$ cat config.mk
export PLATFORM = sky130hd
export DESIGN_NAME = cec_frame_rx
export DESIGN_NICKNAME = d
export VERILOG_FILES = /design/src/rtl/cec_rx_pkg.sv /design/src/rtl/cec_rx_dp.sv /design/src/rtl/cec_rx_ctrl.sv /design/src/rtl/cec_frame_rx.sv
export SDC_FILE = /design/constraint.sdc
export NUM_CORES = 1
export LEC_CHECK = 0
export ABC_AREA = 1
export ABC_CLOCK_PERIOD_IN_PS = 2800
export CAP_MARGIN = 20
export CORE_MARGIN = 4
export CORE_UTILIZATION = 65
export CTS_CLUSTER_DIAMETER = 150
export CTS_CLUSTER_SIZE = 24
export DETAILED_ROUTE_END_ITERATION = 6
export DONT_BUFFER_PORTS = 1
export GPL_TIMING_DRIVEN = 0
export HOLD_SLACK_MARGIN = 0.12
export PLACE_DENSITY = 0.81
export SLEW_MARGIN = 20
export SYNTH_ARGS = -nofsm -noshare
export SYNTH_HDL_FRONTEND = slang
export SYNTH_SLANG_ARGS = --single-unit
$ cat constraint.sdc
create_clock -name clk -period 2.8 [get_ports clk]
set_input_delay 0.42 -clock clk [delete_from_list [all_inputs] [get_ports clk]]
set_output_delay 0.42 -clock clk [all_outputs]
set_load 0.01 [all_outputs]
$ cat src/rtl/cec_rx_pkg.sv
package cec_rx_pkg;
  localparam int BLOCK_BITS = 10;
  localparam int IDX_W = $clog2(BLOCK_BITS);
  localparam logic [3:0] BCAST_ADDR = 4'hF;

  typedef enum logic [2:0] {
    S_OFF, S_WAIT, S_SLOW, S_SHIGH, S_BIT
  } rxState_t;

  // control -> datapath strobes
  typedef struct packed {
    logic sample;
    logic blockDone;
    logic clearIdx;
    logic pullSet;
    logic pullRel;
  } rxStrobe_t;
endpackage

$ cat src/rtl/cec_rx_dp.sv
module cec_rx_dp
  import cec_rx_pkg::*;
#(
  parameter int CW = 10
) (
  input  logic              clk,
  input  logic              rstN,
  input  logic              tickEn,
  input  logic              cecIn,
  input  logic [CW-1:0]     cfgNoiseHigh,
  input  logic [CW-1:0]     cfgNoiseLow,
  input  rxStrobe_t         stb,
  output logic              lineF,
  output logic              fallEv,
  output logic              riseEv,
  output logic [CW-1:0]     cnt,
  output logic [IDX_W-1:0]  bitIdx,
  output logic [8:0]        shiftReg,
  output logic [9:0]        rxBuf,
  output logic              pullLow
);
  localparam logic [CW-1:0] CNT_SAT = '1;

  logic [1:0]    syncQ;
  logic          syncLvl;
  logic [CW-1:0] glCnt;
  logic [CW:0]   glNext;
  logic [CW-1:0] holdThr;
  logic          lineFd;

  assign syncLvl = syncQ[1];
  assign holdThr = syncLvl ? cfgNoiseHigh : cfgNoiseLow;
  assign glNext  = {1'b0, glCnt} + 1'b1;

  always_ff @(posedge clk or negedge rstN) begin
    if (!rstN) syncQ <= 2'b11;
    else       syncQ <= {syncQ[0], cecIn};
  end

  // level filter: a new level must persist holdThr ticks
  always_ff @(posedge clk or negedge rstN) begin
    if (!rstN) begin
      lineF <= 1'b1;
      glCnt <= '0;
    end else if (syncLvl == lineF) begin
      glCnt <= '0;
    end else if (tickEn) begin
      if (glNext >= {1'b0, holdThr}) begin
        lineF <= syncLvl;
        glCnt <= '0;
      end else begin
        glCnt <= glNext[CW-1:0];
      end
    end
  end

  always_ff @(posedge clk or negedge rstN) begin
    if (!rstN) lineFd <= 1'b1;
    else       lineFd <= lineF;
  end
  assign fallEv = lineFd & ~lineF;
  assign riseEv = ~lineFd & lineF;

  // ticks since last falling edge, starting at 1
  always_ff @(posedge clk or negedge rstN) begin
    if (!rstN)                         cnt <= '0;
    else if (fallEv)                   cnt <= CW'(1);
    else if (tickEn && cnt != CNT_SAT) cnt <= cnt + 1'b1;
  end

  always_ff @(posedge clk or negedge rstN) begin
    if (!rstN) begin
      bitIdx   <= '0;
      shiftReg <= '0;
      rxBuf    <= '0;
    end else if (stb.clearIdx) begin
      bitIdx <= '0;
    end else if (stb.sample) begin
      shiftReg <= {shiftReg[7:0], lineF};
      if (stb.blockDone) begin
        rxBuf  <= {shiftReg, lineF};
        bitIdx <= '0;
      end else begin
        bitIdx <= bitIdx + 1'b1;
      end
    end
  end

  always_ff @(posedge clk or negedge rstN) begin
    if (!rstN)            pullLow <= 1'b0;
    else if (stb.pullSet) pullLow <= 1'b1;
    else if (stb.pullRel) pullLow <= 1'b0;
  end
endmodule

$ cat src/rtl/cec_rx_ctrl.sv
module cec_rx_ctrl
  import cec_rx_pkg::*;
#(
  parameter int CW = 10
) (
  input  logic              clk,
  input  logic              rstN,
  input  logic              tickEn,
  input  logic              rxEnable,
  input  logic              lineF,
  input  logic              fallEv,
  input  logic              riseEv,
  input  logic [CW-1:0]     cnt,
  input  logic [IDX_W-1:0]  bitIdx,
  input  logic [8:0]        shiftReg,
  input  logic [15:0]       cfgAddrMask,
  input  logic [CW-1:0]     cfgStartLowMin,
  input  logic [CW-1:0]     cfgStartLowMax,
  input  logic [CW-1:0]     cfgStartPerMin,
  input  logic [CW-1:0]     cfgStartPerMax,
  input  logic [CW-1:0]     cfgBitPerMin,
  input  logic [CW-1:0]     cfgBitPerMax,
  input  logic [CW-1:0]     cfgSamplePoint,
  input  logic [CW-1:0]     cfgAckHold,
  output rxStrobe_t         stb,
  output rxState_t          state,
  output logic              irqStart,
  output logic              irqBlock,
  output logic              irqErr
);
  localparam logic [IDX_W-1:0] LAST_IDX = IDX_W'(BLOCK_BITS - 1);
  localparam logic [IDX_W-1:0] DEST_IDX = IDX_W'(3);

  rxState_t   nxt;
  logic       startP, blockP, errP;
  logic       ackMe, firstBlk;
  logic [3:0] destAddr;

  assign destAddr = {shiftReg[2:0], lineF};

  always_comb begin
    nxt    = state;
    stb    = '0;
    startP = 1'b0;
    blockP = 1'b0;
    errP   = 1'b0;
    if (tickEn && cnt >= cfgAckHold) stb.pullRel = 1'b1;
    if (!rxEnable) begin
      nxt          = S_OFF;
      stb.pullRel  = 1'b1;
      stb.clearIdx = 1'b1;
    end else begin
      unique case (state)
        S_OFF:  nxt = S_WAIT;
        S_WAIT: if (fallEv) nxt = S_SLOW;
        S_SLOW: begin
          if (riseEv)
            nxt = (cnt >= cfgStartLowMin && cnt <= cfgStartLowMax) ? S_SHIGH : S_WAIT;
          else if (tickEn && cnt > cfgStartLowMax)
            nxt = S_WAIT;
        end
        S_SHIGH: begin
          if (fallEv) begin
            if (cnt >= cfgStartPerMin && cnt <= cfgStartPerMax) begin
              nxt          = S_BIT;
              startP       = 1'b1;
              stb.clearIdx = 1'b1;
            end else begin
              nxt = S_SLOW;
            end
          end else if (tickEn && cnt > cfgStartPerMax) begin
            nxt = S_WAIT;
          end
        end
        S_BIT: begin
          if (fallEv) begin
            if (cnt < cfgBitPerMin || cnt > cfgBitPerMax) begin
              errP = 1'b1; nxt = S_WAIT; stb.clearIdx = 1'b1; stb.pullRel = 1'b1;
            end else if (bitIdx == LAST_IDX && ackMe) begin
              stb.pullSet = 1'b1;
            end
          end else if (tickEn && cnt > cfgBitPerMax) begin
            errP = 1'b1; nxt = S_WAIT; stb.clearIdx = 1'b1; stb.pullRel = 1'b1;
          end else if (tickEn && cnt == cfgSamplePoint) begin
            stb.sample = 1'b1;
            if (bitIdx == LAST_IDX) begin
              stb.blockDone = 1'b1;
              blockP        = 1'b1;
              if (shiftReg[0]) nxt = S_WAIT;
            end
          end
        end
        default: nxt = S_OFF;
      endcase
    end
  end

  always_ff @(posedge clk or negedge rstN) begin
    if (!rstN) begin
      state    <= S_OFF;
      irqStart <= 1'b0;
      irqBlock <= 1'b0;
      irqErr   <= 1'b0;
      ackMe    <= 1'b0;
      firstBlk <= 1'b0;
    end else begin
      state    <= nxt;
      irqStart <= startP;
      irqBlock <= blockP;
      irqErr   <= errP;
      if (startP) begin
        ackMe    <= 1'b0;
        firstBlk <= 1'b1;
      end else if (nxt == S_OFF) begin
        ackMe <= 1'b0;
      end else if (stb.sample && firstBlk && bitIdx == DEST_IDX) begin
        ackMe <= cfgAddrMask[destAddr] && (destAddr != BCAST_ADDR);
      end
      if (stb.blockDone) firstBlk <= 1'b0;
    end
  end
endmodule

$ cat src/rtl/cec_frame_rx.sv
module cec_frame_rx
  import cec_rx_pkg::*;
#(
  parameter int CW = 10
) (
  input  logic          clk,
  input  logic          rstN,
  input  logic          tickEn,
  input  logic          rxEnable,
  input  logic          cecIn,
  input  logic [15:0]   cfgAddrMask,
  input  logic [CW-1:0] cfgNoiseHigh,
  input  logic [CW-1:0] cfgNoiseLow,
  input  logic [CW-1:0] cfgStartLowMin,
  input  logic [CW-1:0] cfgStartLowMax,
  input  logic [CW-1:0] cfgStartPerMin,
  input  logic [CW-1:0] cfgStartPerMax,
  input  logic [CW-1:0] cfgBitPerMin,
  input  logic [CW-1:0] cfgBitPerMax,
  input  logic [CW-1:0] cfgSamplePoint,
  input  logic [CW-1:0] cfgAckHold,
  output logic          cecPullLow,
  output logic [9:0]    rxBuf,
  output logic          irqStart,
  output logic          irqBlock,
  output logic          irqErr,
  output logic          busy
);
  rxStrobe_t        stb;
  rxState_t         ctrlState;
  logic             lineF, fallEv, riseEv;
  logic [CW-1:0]    cnt;
  logic [IDX_W-1:0] bitIdx;
  logic [8:0]       shiftReg;

  cec_rx_dp #(.CW(CW)) u_dp (
    .clk(clk), .rstN(rstN), .tickEn(tickEn), .cecIn(cecIn),
    .cfgNoiseHigh(cfgNoiseHigh), .cfgNoiseLow(cfgNoiseLow), .stb(stb),
    .lineF(lineF), .fallEv(fallEv), .riseEv(riseEv), .cnt(cnt),
    .bitIdx(bitIdx), .shiftReg(shiftReg), .rxBuf(rxBuf), .pullLow(cecPullLow)
  );

  cec_rx_ctrl #(.CW(CW)) u_ctrl (
    .clk(clk), .rstN(rstN), .tickEn(tickEn), .rxEnable(rxEnable),
    .lineF(lineF), .fallEv(fallEv), .riseEv(riseEv), .cnt(cnt),
    .bitIdx(bitIdx), .shiftReg(shiftReg), .cfgAddrMask(cfgAddrMask),
    .cfgStartLowMin(cfgStartLowMin), .cfgStartLowMax(cfgStartLowMax),
    .cfgStartPerMin(cfgStartPerMin), .cfgStartPerMax(cfgStartPerMax),
    .cfgBitPerMin(cfgBitPerMin), .cfgBitPerMax(cfgBitPerMax),
    .cfgSamplePoint(cfgSamplePoint), .cfgAckHold(cfgAckHold),
    .stb(stb), .state(ctrlState),
    .irqStart(irqStart), .irqBlock(irqBlock), .irqErr(irqErr)
  );

  assign busy = (ctrlState != S_OFF);
endmodule

==> flow_metrics.py <==
metrics = {
    "run_status": {
        "status": "completed",
    },
    "worst_setup_path": {
        "crit_chain": "ha_1, nand2_1, nor2_2, nand3_1, xor2_1, inv_1, ha_1, nand2_1, inv_1, nand3_1, nor3_1, nand4_1, nand3_1, buf_4, o22ai_1",
        "criticalPathCategory": "reg -> reg",
        "cp_max_fo": 10,
        "crit_family": "simple AND/OR/NAND/NOR gates",
        "critical_path_arrival_ps": 2680,
        "crit_top_cell": "nand3_1",
        "endpoint_kind": "flip-flop",
        "startpoint_type": "flip-flop",
        "cp.required_ps": 3000,
        "critPathLaunch": "u_dp.glCnt[0]",
        "r2r_start": "u_dp.glCnt[0]",
        "critPathBufInv": 3,
        "crit_slowest_cell": "dfrtp_2",
        "max_stage_delay_ps": 400,
    },
    "power": {
        "swShare": 0.401,
        "p_switching_uw": 902,
        "pwr-share-seq": 0.436,
        "p_clk_frac": 0.211,
        "finalPower_mw": 2.25,
        "combPwrFrac": 0.353,
        "p_leak_nw": 3.20,
        "ir_drop_mv": 0.246,
        "internal_power_mw": 1.35,
        "p_per_area_mw_per_mm2": 400,
    },
    "logic_synthesis": {
        "ys_seq_area_frac": 0.264,
        "synth_seq_cells": 56,
        "synth_cell_types": 33,
        "synth_cells": 764,
        "synth_warnings": 0,
        "synth_nets": 968,
        "synth_area_per_cell_um2": 6.97,
        "syn_area_mm2": 0.00533,
    },
    "placed_design": {
        "placed_area_mm2": 0.00545,
        "hpwl_um": 10100,
        "place.gp.congestion": 0.892,
        "numPlacedInstances": 866,
        "post-place-ws_ps": 79.2,
        "io_buffers": 0,
    },
    "sta": {
        "post-route-period-util": 0.888,
        "worst_pin_slew_ps": 691,
        "timing.final.max_slew_violations": 0,
        "setup-tns-final_ps": 0,
        "setup_viol": 0,
        "rsz0062_at_grt": "false",
        "skew_ps": 9.04,
        "worst_hold_slack_ps": 228,
        "hold_viol_final": 0,
        "layout_min_cycle_time_ps": 2490,
        "max_freq_ghz": 0.402,
        "setup_slack_ps": 313,
        "slew_headroom": 0.538,
    },
    "detailed_routing": {
        "drt-total-wl_um": 12800,
        "dr.pass1.iters": 5,
        "viasPerCell": 5.62,
        "drcViolationCount": 0,
        "drt_iter0_markers": 295,
        "vias": 4927,
        "drtAntennaViolNets": 0,
        "wl_per_cell_um": 14.6,
    },
    "layout": {
        "area_delta_synth_final_pct": 5.36,
        "stdcell_count": 877,
        "fill_cells": 702,
        "utilization": 0.715,
        "n_antenna_cell": 0,
        "fin_area_mm2": 0.00561,
        "nNetsFinal": 978,
        "drive_above_1_share": 0.0555,
    },
    "clock_tree": {
        "clk_latency_ps": 320,
        "root_buffer": "clkbuf_8",
        "cts_tree": "yes",
        "cts.sinks": 56,
        "cts_buffers": 5,
        "htree_levels": 2,
        "cts.clk_slew.worst_paths_ps": 110,
        "cts_buffer_depth": 2,
    },
    "flow_run": {
        "cap_violations": 0,
    },
    "floorplan": {
        "die_x_um": 98.5,
        "fp.coreArea_mm2": 0.00785,
        "pin_count": 136,
        "die-area_mm2": 0.00971,
        "rows": 32,
        "die_h_um": 98.5,
        "start_util": 0.679,
    },
    "global_route": {
        "gr-total-overflow": 0,
        "grt.total_usage": 0.262,
        "grt_max_degree": 57,
        "antenna_found_initial": 1,
        "grt_pass1_vias": 4929,
        "grt_pass1_wl_um": 21300,
    },
    "hold_path": {
        "hp-class": "in -> reg",
        "hold_path_startpoint": "rxEnable",
    },
}
-- final timing paths --
path,to,slack [ps],cells past startpoint
setup / recovery,u_dp.glCnt[8],310,15
hold / removal,u_ctrl.ackMe,230,2
setup reg to reg,u_dp.glCnt[8],310,15
hold reg to reg,u_dp.lineFd,370,0
max in group asynchronous,u_dp.syncQ[0],1880,2
min in group asynchronous,u_ctrl.irqErr,610,2
-- final cells by class --
| class | count | area [um2] | share of cell area |
|---|---|---|---|
| multi-input cells | 536 | 3270 | 0.582 |
| plain buffers | 7 | 43.8 | 0.00780 |
| well taps | 102 | 128 | 0.0227 |
| clock inverters | 3 | 25.0 | 0.00446 |
| repair buffers | 4 | 55.1 | 0.00981 |
| inverters | 164 | 616 | 0.110 |
| flip-flops and latches | 56 | 1410 | 0.251 |
| clock buffers | 5 | 68.8 | 0.0123 |
-- synth_stat cells --
library cell | instances | area, um2
buf_2 | 3 | 15.0
o21a_1 | 3 | 22.5
nand2_1 | 177 | 664
dfrtp_1 | 52 | 1300
inv_1 | 161 | 604
o21bai_1 | 5 | 37.5
nor2_4 | 1 | 11.3
nor4_1 | 3 | 18.8
xnor2_1 | 3 | 26.3
buf_4 | 1 | 7.51
nor2_1 | 64 | 240
buf_6 | 1 | 11.3
dfstp_2 | 4 | 105
nand4_1 | 17 | 106
o21ai_0 | 43 | 215
a211oi_2 | 1 | 12.5
o22ai_1 | 9 | 56.3
a21o_1 | 3 | 22.5
nand3_1 | 37 | 185
buf_1 | 1 | 3.75
o21ai_2 | 11 | 96.3
clkbuf_1 | 2 | 7.51
nand2_4 | 1 | 11.3
nand2_2 | 2 | 12.5
mux2i_1 | 9 | 90.1
o211ai_1 | 5 | 37.5
inv_2 | 3 | 11.3
a21oi_1 | 35 | 175
nor3_1 | 6 | 30.0
ha_1 | 83 | 1040
xor2_1 | 13 | 114
nand3b_1 | 3 | 22.5
nor2_2 | 2 | 12.5
-- cell families after synthesis --
logic type | after synthesis | synth area share
buffers and inverters | 172 | 0.124
multiplexers | 9 | 0.0169
XOR/XNOR | 16 | 0.0263
AND/OR/NAND/NOR | 313 | 0.247
AO/OA/AOI/OAI | 115 | 0.127
flip-flops | 56 | 0.264
adder cells (fa/ha/maj) | 83 | 0.195
-- layout by cell type (no fill, tap or decap), types with 4 or more instances in the layout --
cell type	synthesis	layout
nand2_1	177	177
inv_1	161	161
ha_1	83	83
nor2_1	64	63
dfrtp_1	52	51
o21ai_0	43	43
nand3_1	37	37
a21oi_1	35	35
nand4_1	17	17
xor2_1	13	13
o21ai_2	11	11
mux2i_1	9	9
o22ai_1	9	9
nor3_1	6	6
o21bai_1	5	5
o211ai_1	5	5
clkbuf_8	0	5
dfstp_2	4	4
-- routing by layer --
layer  vias up  share of wire  global-route usage
met5         -         0.0010                   0
met4         2          0.013              0.0630
met3        18          0.075              0.0602
met2       174           0.49               0.467
met1      2268           0.42               0.320
li1       2465              -                   -
-- power groups by stage --
stage | Clock (mW) | Combinational [mW] | Sequential [mW]
after floorplan | 0 | 0.599 | 0.941
after global placement | 0 | 0.706 | 0.991
after detailed placement | 0 | 0.763 | 0.992
after CTS | 0.479 | 0.793 | 0.976
after global routing | 0.513 | 0.947 | 0.989
final | 0.473 | 0.794 | 0.980
-- what timing repair did --
| item | in CTS | in global routing |
|---|---|---|
| endpoints found under the hold margin | 57 | 0 |
| endpoints found under the setup margin | 0 | 11 |
| hold buffers | 3 | 0 |
| gates resized for setup | 0 | 5 |
| setup buffers | 0 | 1 |
-- state kept, by name, summed over array words and instances, names as in the netlist --
signal           count
u_ctrl.ackMe         1
u_ctrl.firstBlk      1
u_ctrl.irqBlock      1
u_ctrl.irqErr        1
u_ctrl.irqStart      1
u_ctrl.state         3
u_dp.bitIdx          4
u_dp.cnt            10
u_dp.glCnt          10
u_dp.lineF           1
u_dp.lineFd          1
u_dp.pullLow         1
u_dp.rxBuf          10
u_dp.shiftReg        9
u_dp.syncQ           2
Power figures use the tool's default switching activity.
